**config.mk**
```make
export PLATFORM = sky130hd
export DESIGN_NAME = nv_unlock_detector
export DESIGN_NICKNAME = d
export VERILOG_FILES = /design/src/rtl/nvu_pkg.sv /design/src/rtl/nvu_access_sampler.sv /design/src/rtl/nvu_key_match.sv /design/src/rtl/nv_unlock_detector.sv
export SDC_FILE = /design/constraint.sdc
export NUM_CORES = 1
export LEC_CHECK = 0
export ABC_AREA = 1
export CAP_MARGIN = 20
export CORE_AREA = 2 2 47 49
export CTS_BUF_LIST = sky130_fd_sc_hd__clkbuf_8 sky130_fd_sc_hd__clkbuf_16
export CTS_CLUSTER_DIAMETER = 30
export DETAILED_ROUTE_END_ITERATION = 6
export DIE_AREA = 0 0 49 51
export DONT_BUFFER_PORTS = 1
export PLACE_DENSITY_LB_ADDON = 0.05
export REMOVE_ABC_BUFFERS = 1
export SLEW_MARGIN = 20
export SYNTH_ARGS = -nofsm -noshare
export SYNTH_HDL_FRONTEND = slang
export SYNTH_HIERARCHICAL = 1
export SYNTH_SLANG_ARGS = --single-unit
```
**constraint.sdc**
```tcl
create_clock -name clk -period 2.6 [get_ports clk]
set_clock_uncertainty 0.15 [all_clocks]
set_input_delay 0.39 -clock clk [delete_from_list [all_inputs] [get_ports clk]]
set_output_delay 0.39 -clock clk [all_outputs]
set_load 0.05 [all_outputs]
```
**src/rtl/nvu_pkg.sv**
```systemverilog
package nvu_pkg;
    // Number of prefix steps before the deciding access
    localparam int NPRE  = 5;
    localparam int POS_W = $clog2(NPRE + 1);

    // Encoding equals the count of matched key steps
    typedef enum logic [POS_W-1:0] {
        ST_IDLE = 3'd0,
        ST_K1   = 3'd1,
        ST_K2   = 3'd2,
        ST_K3   = 3'd3,
        ST_K4   = 3'd4,
        ST_K5   = 3'd5
    } nvu_state_e;
endpackage

```
**src/rtl/nvu_access_sampler.sv**
```systemverilog
module nvu_access_sampler (
    input  logic clk,
    input  logic rst_n,
    input  logic ce_n,
    input  logic we_n,
    output logic acc_valid,
    output logic acc_read
);
    logic ce_n_q;

    always_ff @(posedge clk or negedge rst_n) begin
        if (!rst_n) ce_n_q <= 1'b1;
        else        ce_n_q <= ce_n;
    end

    // A step is the first clock that sees chip enable low
    assign acc_valid = ce_n_q & ~ce_n;
    assign acc_read  = we_n;


    fall_once_chk: assert property (@(posedge clk) disable iff (!rst_n)
        acc_valid |=> !acc_valid);
endmodule

```
**src/rtl/nvu_key_match.sv**
```systemverilog
module nvu_key_match #(
    parameter int ADDR_W = 13,
    parameter int NPRE   = 5,
    parameter int POS_W  = 3,
    parameter logic [NPRE-1:0][ADDR_W-1:0] PREFIX = '0,
    parameter logic [ADDR_W-1:0] STORE_KEY  = '0,
    parameter logic [ADDR_W-1:0] RECALL_KEY = '0
) (
    input  logic [ADDR_W-1:0] addr,
    input  logic [POS_W-1:0]  pos,
    output logic              prefix_hit,
    output logic              first_hit,
    output logic              store_hit,
    output logic              recall_hit
);
    logic [NPRE-1:0] hit;

    genvar g;
    generate
        for (g = 0; g < NPRE; g++) begin : g_cmp
            assign hit[g] = (addr == PREFIX[g]);
        end
    endgenerate

    always_comb begin
        prefix_hit = 1'b0;
        for (int i = 0; i < NPRE; i++) begin
            if (pos == POS_W'(i)) prefix_hit = hit[i];
        end
    end

    assign first_hit  = hit[0];
    assign store_hit  = (addr == STORE_KEY);
    assign recall_hit = (addr == RECALL_KEY);
endmodule

```
**src/rtl/nv_unlock_detector.sv**
```systemverilog
module nv_unlock_detector
    import nvu_pkg::*;
#(
    parameter int ADDR_W = 13,
    parameter logic [ADDR_W-1:0] KEY_A = 13'h0000,
    parameter logic [ADDR_W-1:0] KEY_B = 13'h1555,
    parameter logic [ADDR_W-1:0] KEY_C = 13'h0AAA,
    parameter logic [ADDR_W-1:0] KEY_D = 13'h1FFF,
    parameter logic [ADDR_W-1:0] KEY_E = 13'h10F0,
    parameter logic [ADDR_W-1:0] KEY_STORE  = 13'h0F0F,
    parameter logic [ADDR_W-1:0] KEY_RECALL = 13'h0F0E
) (
    input  logic              clk,
    input  logic              rst_n,
    input  logic              ce_n,
    input  logic              we_n,
    input  logic              oe_n,
    input  logic [ADDR_W-1:0] addr,
    input  logic              busy,
    input  logic              store_inhibit,
    output logic              store_req,
    output logic              recall_req
);
    localparam logic [NPRE-1:0][ADDR_W-1:0] PREFIX_KEYS =
        {KEY_E, KEY_D, KEY_C, KEY_B, KEY_A};

    // Output enable plays no part in recognition
    logic oe_unused;
    assign oe_unused = oe_n;

    logic acc_valid, acc_read;
    logic prefix_hit, first_hit, store_hit, recall_hit;
    nvu_state_e state, state_nx;
    logic fire_store, fire_recall;

    nvu_access_sampler u_sampler (
        .clk       (clk),
        .rst_n     (rst_n),
        .ce_n      (ce_n),
        .we_n      (we_n),
        .acc_valid (acc_valid),
        .acc_read  (acc_read)
    );

    nvu_key_match #(
        .ADDR_W     (ADDR_W),
        .NPRE       (NPRE),
        .POS_W      (POS_W),
        .PREFIX     (PREFIX_KEYS),
        .STORE_KEY  (KEY_STORE),
        .RECALL_KEY (KEY_RECALL)
    ) u_match (
        .addr       (addr),
        .pos        (state),
        .prefix_hit (prefix_hit),
        .first_hit  (first_hit),
        .store_hit  (store_hit),
        .recall_hit (recall_hit)
    );

    always_comb begin
        state_nx    = state;
        fire_store  = 1'b0;
        fire_recall = 1'b0;
        if (busy) begin
            state_nx = ST_IDLE;
        end else if (acc_valid) begin
            if (!acc_read) begin
                state_nx = ST_IDLE;
            end else begin
                unique case (state)
                    ST_K5: begin
                        fire_store  = store_hit & ~store_inhibit;
                        fire_recall = recall_hit;
                        if (!store_hit && !recall_hit && first_hit) state_nx = ST_K1;
                        else                                        state_nx = ST_IDLE;
                    end
                    ST_IDLE, ST_K1, ST_K2, ST_K3, ST_K4: begin
                        if (prefix_hit)     state_nx = nvu_state_e'(state + 3'd1);
                        else if (first_hit) state_nx = ST_K1;
                        else                state_nx = ST_IDLE;
                    end
                    default: state_nx = ST_IDLE;
                endcase
            end
        end
    end

    always_ff @(posedge clk or negedge rst_n) begin
        if (!rst_n) state <= ST_IDLE;
        else        state <= state_nx;
    end

    always_ff @(posedge clk or negedge rst_n) begin
        if (!rst_n) begin
            store_req  <= 1'b0;
            recall_req <= 1'b0;
        end else begin
            store_req  <= fire_store;
            recall_req <= fire_recall;
        end
    end


    req_excl_chk: assert property (@(posedge clk) disable iff (!rst_n)
        !(store_req && recall_req));

    store_pulse_chk: assert property (@(posedge clk) disable iff (!rst_n)
        store_req |=> !store_req);

    recall_pulse_chk: assert property (@(posedge clk) disable iff (!rst_n)
        recall_req |=> !recall_req);

    inhibit_chk: assert property (@(posedge clk) disable iff (!rst_n)
        store_req |-> !$past(store_inhibit));

    busy_quiet_chk: assert property (@(posedge clk) disable iff (!rst_n)
        busy |=> (!store_req && !recall_req && state == ST_IDLE));

    req_edge_chk: assert property (@(posedge clk) disable iff (!rst_n)
        (store_req || recall_req) |-> (!$past(ce_n) && $past(ce_n, 2)));

    req_read_chk: assert property (@(posedge clk) disable iff (!rst_n)
        (store_req || recall_req) |-> $past(we_n));

    req_from_k5_chk: assert property (@(posedge clk) disable iff (!rst_n)
        (store_req || recall_req) |-> $past(state) == ST_K5);
endmodule

```
==> impl_metrics.toml <==
[cts]
post-cts-setup-buffer-count = 0
cts_tree = "done"
ctsHoldBuffers = 1
numCtsBuffers = 3
clkSlewWorstSetupHoldPaths_ns = 0.04
cts_resized = 0
cts_htree_levels = 1
cts_buffer_depth = 2
cts_root_buf = "clkbuf_8"
cts.sinks = 6
insertion_delay_ns = 0.22

[sta]
period_minus_slack_ns = 1.69
rsz0062_at_grt = "no"
setup_tns_ns = 0
timing.final.crit_share = 0.650
final_hold_viol_count = 0
worstMarginPinSlew_ns = 0.438
report.final.setup_viol = 0
hold_ws_ns = 0.0221
relSlewSlack = 0.708
drv_slew = 0
fmax_ghz = 0.592

[floorplan]
die_w_um = 49
core_um2 = 2060
initial_core_util = 0.323
ios = 22
row_count = 17
fp.dieH_um = 51
dieArea_um2 = 2500

[worst_setup_path]
cpMaxStageDelayCell = "dfrtp_1"
endpoint_kind = "flip-flop"
crit_arrival_ns = 1.65
crit_top_cell = "nand2_1"
crit_chain = "inv_1, nand2_1, nor2_1, nand2_1, nor2_1, nor2_1, nand3_2, nor2_1, a21oi_1, nand2_1, nand2_1, nand2_1, nand2_1"
startpoint_type = "flip-flop"
crit_type = "flip-flop to flip-flop"
critPathMaxFanout = 10
worst_path_largest_cell_delay_ns = 0.51
worst_ep_required_time_ns = 2.56

[pwr]
finalPower_uw = 261
intPower_uw = 205
ir_drop_v = 0.000218
leakagePower_uw = 0.000376
seq_power_share = 0.366
switching_share = 0.212
p_switching_uw = 55.2
power_density_nw_per_um2 = 348
combPwrFrac = 0.091
clockPowerShare = 0.543

[global_routing]
grt_first_pass_wirelength_mm = 2.31
gr-usage-all-layers = 0.120
grt_max_degree = 11
grt_pass1_vias = 609
overflow = 0
antenna_found_initial = 0

[min_path]
hp-class = "primary input to flip-flop"

[synthesis]
synthArstFlopShare = 1.00
synth.largest_area_cell = "dfrtp_1"
post-synth-top-area-fraction = 0.188
synthMostInstantiatedCell = "nand2_1"
ys.flop_type = "dfrtp_1"
postSynthCellCount = 113
syn-cell-area_um2 = 667
synth-seq-cells = 6
synth_edf_count = 0
ys_types = 18
yosysWarnings = 6
synthTopCellsByArea = "dfrtp_1 (19%), nand2_1 (19%), nor2_1 (12%)"
synth_common_cells = "nand2_1 (33), nor2_1 (22), inv_1 (18)"
syn_avg_cell_area_um2 = 5.90
yosysSeqAreaShare = 0.227

[route]
via_per_inst = 4.40
routed_wl_mm = 1.43
wl_per_cell_um = 9.89
vias = 638
drtPass1Iterations = 4
first_iter_violations = 11
antenna_left = 0
route.detailed.drc = 0

[cells_and_area]
post-route-util = 0.363
synthToLayoutAreaGrowth_pct = 12.4
nets = 143
drive_gt1_frac = 0.137
final_area_um2 = 749
n_antenna_cell = 0
n_fill_cell = 241
regArea_um2 = 151
multi_input_area_um2 = 429

[flow_run]
drv_cap = 0

[place]
gpl.final_weighted_congestion = 0.741
place_area_um2 = 694
dp_hpwl_mm = 1.23
port_buffers = 0

[status]
outcome = "completed"
## metrics by stage
step,setup slack (ns),std cells
after global placement,0.894,140
after detailed placement,0.894,140
final,0.911,145
after floorplan,1.11,112
after CTS,0.881,145
after global routing,0.711,145
## cell usage in the layout, fill, tap and decap left out
master         instances
nand3_1                4
inv_1                 19
o21ai_2                1
nand2_1               33
dfstp_2                1
nor2_1                22
a21oi_1                1
dfrtp_1                5
nand2_2                1
nand4_1                5
nor3b_1                1
clkbuf_8               3
nor4b_2                1
inv_2                  3
nor3_1                 5
ha_1                   5
dlygate4sd3_1          1
nand3_2                1
nor2_2                 5
## power by group through the flow
stage | combinational, uW | sequential [uW] | clock, uW
finish | 23.6 | 95.5 | 142
global route | 27.4 | 95.4 | 153
detailed placement | 21.3 | 96.6 | 0
CTS | 24.4 | 95.4 | 149
floorplan | 17.4 | 96.6 | 0
global placement | 21.2 | 96.7 | 0
## metal layers
metal | track usage | share of wire | wire length (um)
met1 | 0.129 | 0.43 | 620
met2 | 0.237 | 0.53 | 760
met3 | 0.0175 | 0.037 | 53
met4 | 0.0429 | 0 | 0
met5 | 0 | 0 | 0
## cells by family after synthesis
logic type | Yosys count | synth area share
compound gates | 2 | 0.0206
buf+inv | 22 | 0.129
fa+ha+maj | 5 | 0.0938
simple gates | 78 | 0.529
flops | 6 | 0.227
## layout make-up
cell class	count	share of cell area
Clock buffer	3	0.0551
Clock inverter	1	0.00501
Inverter	21	0.105
Multi-Input combinational cell	85	0.573
Sequential cell	6	0.202
Tap cell	28	0.0467
Timing Repair Buffer	1	0.0134
## state kept, by name, summed over array words and instances, names as in the netlist
name and cells:
store_req 1, state 3, u_sampler/ce_n_q 1, recall_req 1
## worst max-delay path, delay by kind of cell, from the launching register on
| family | cells | cell delay (ns) |
|---|---|---|
| AOI/OAI and AO/OA | 1 | 0.04 |
| buffers and inverters | 1 | 0.07 |
| DFF | 1 | 0.51 |
| and+or+nand+nor | 11 | 0.79 |
## final timing paths
| kind | from | endpoint | slack, ns | depth (start not counted) |
|---|---|---|---|---|
| setup / recovery | state[0] | state[0] | 0.91 | 13 |
| hold / removal | ce_n | u_sampler/ce_n_q | 0.02 | 0 |
| setup reg to reg | state[0] | state[0] | 0.91 | 13 |
| hold reg to reg | state[2] | state[2] | 0.46 | 2 |
| max in group asynchronous | rst_n | u_sampler/ce_n_q | 1.67 | 1 |
| min in group asynchronous | rst_n | state[0] | 0.34 | 1 |
Power figures use the tool's default switching activity.
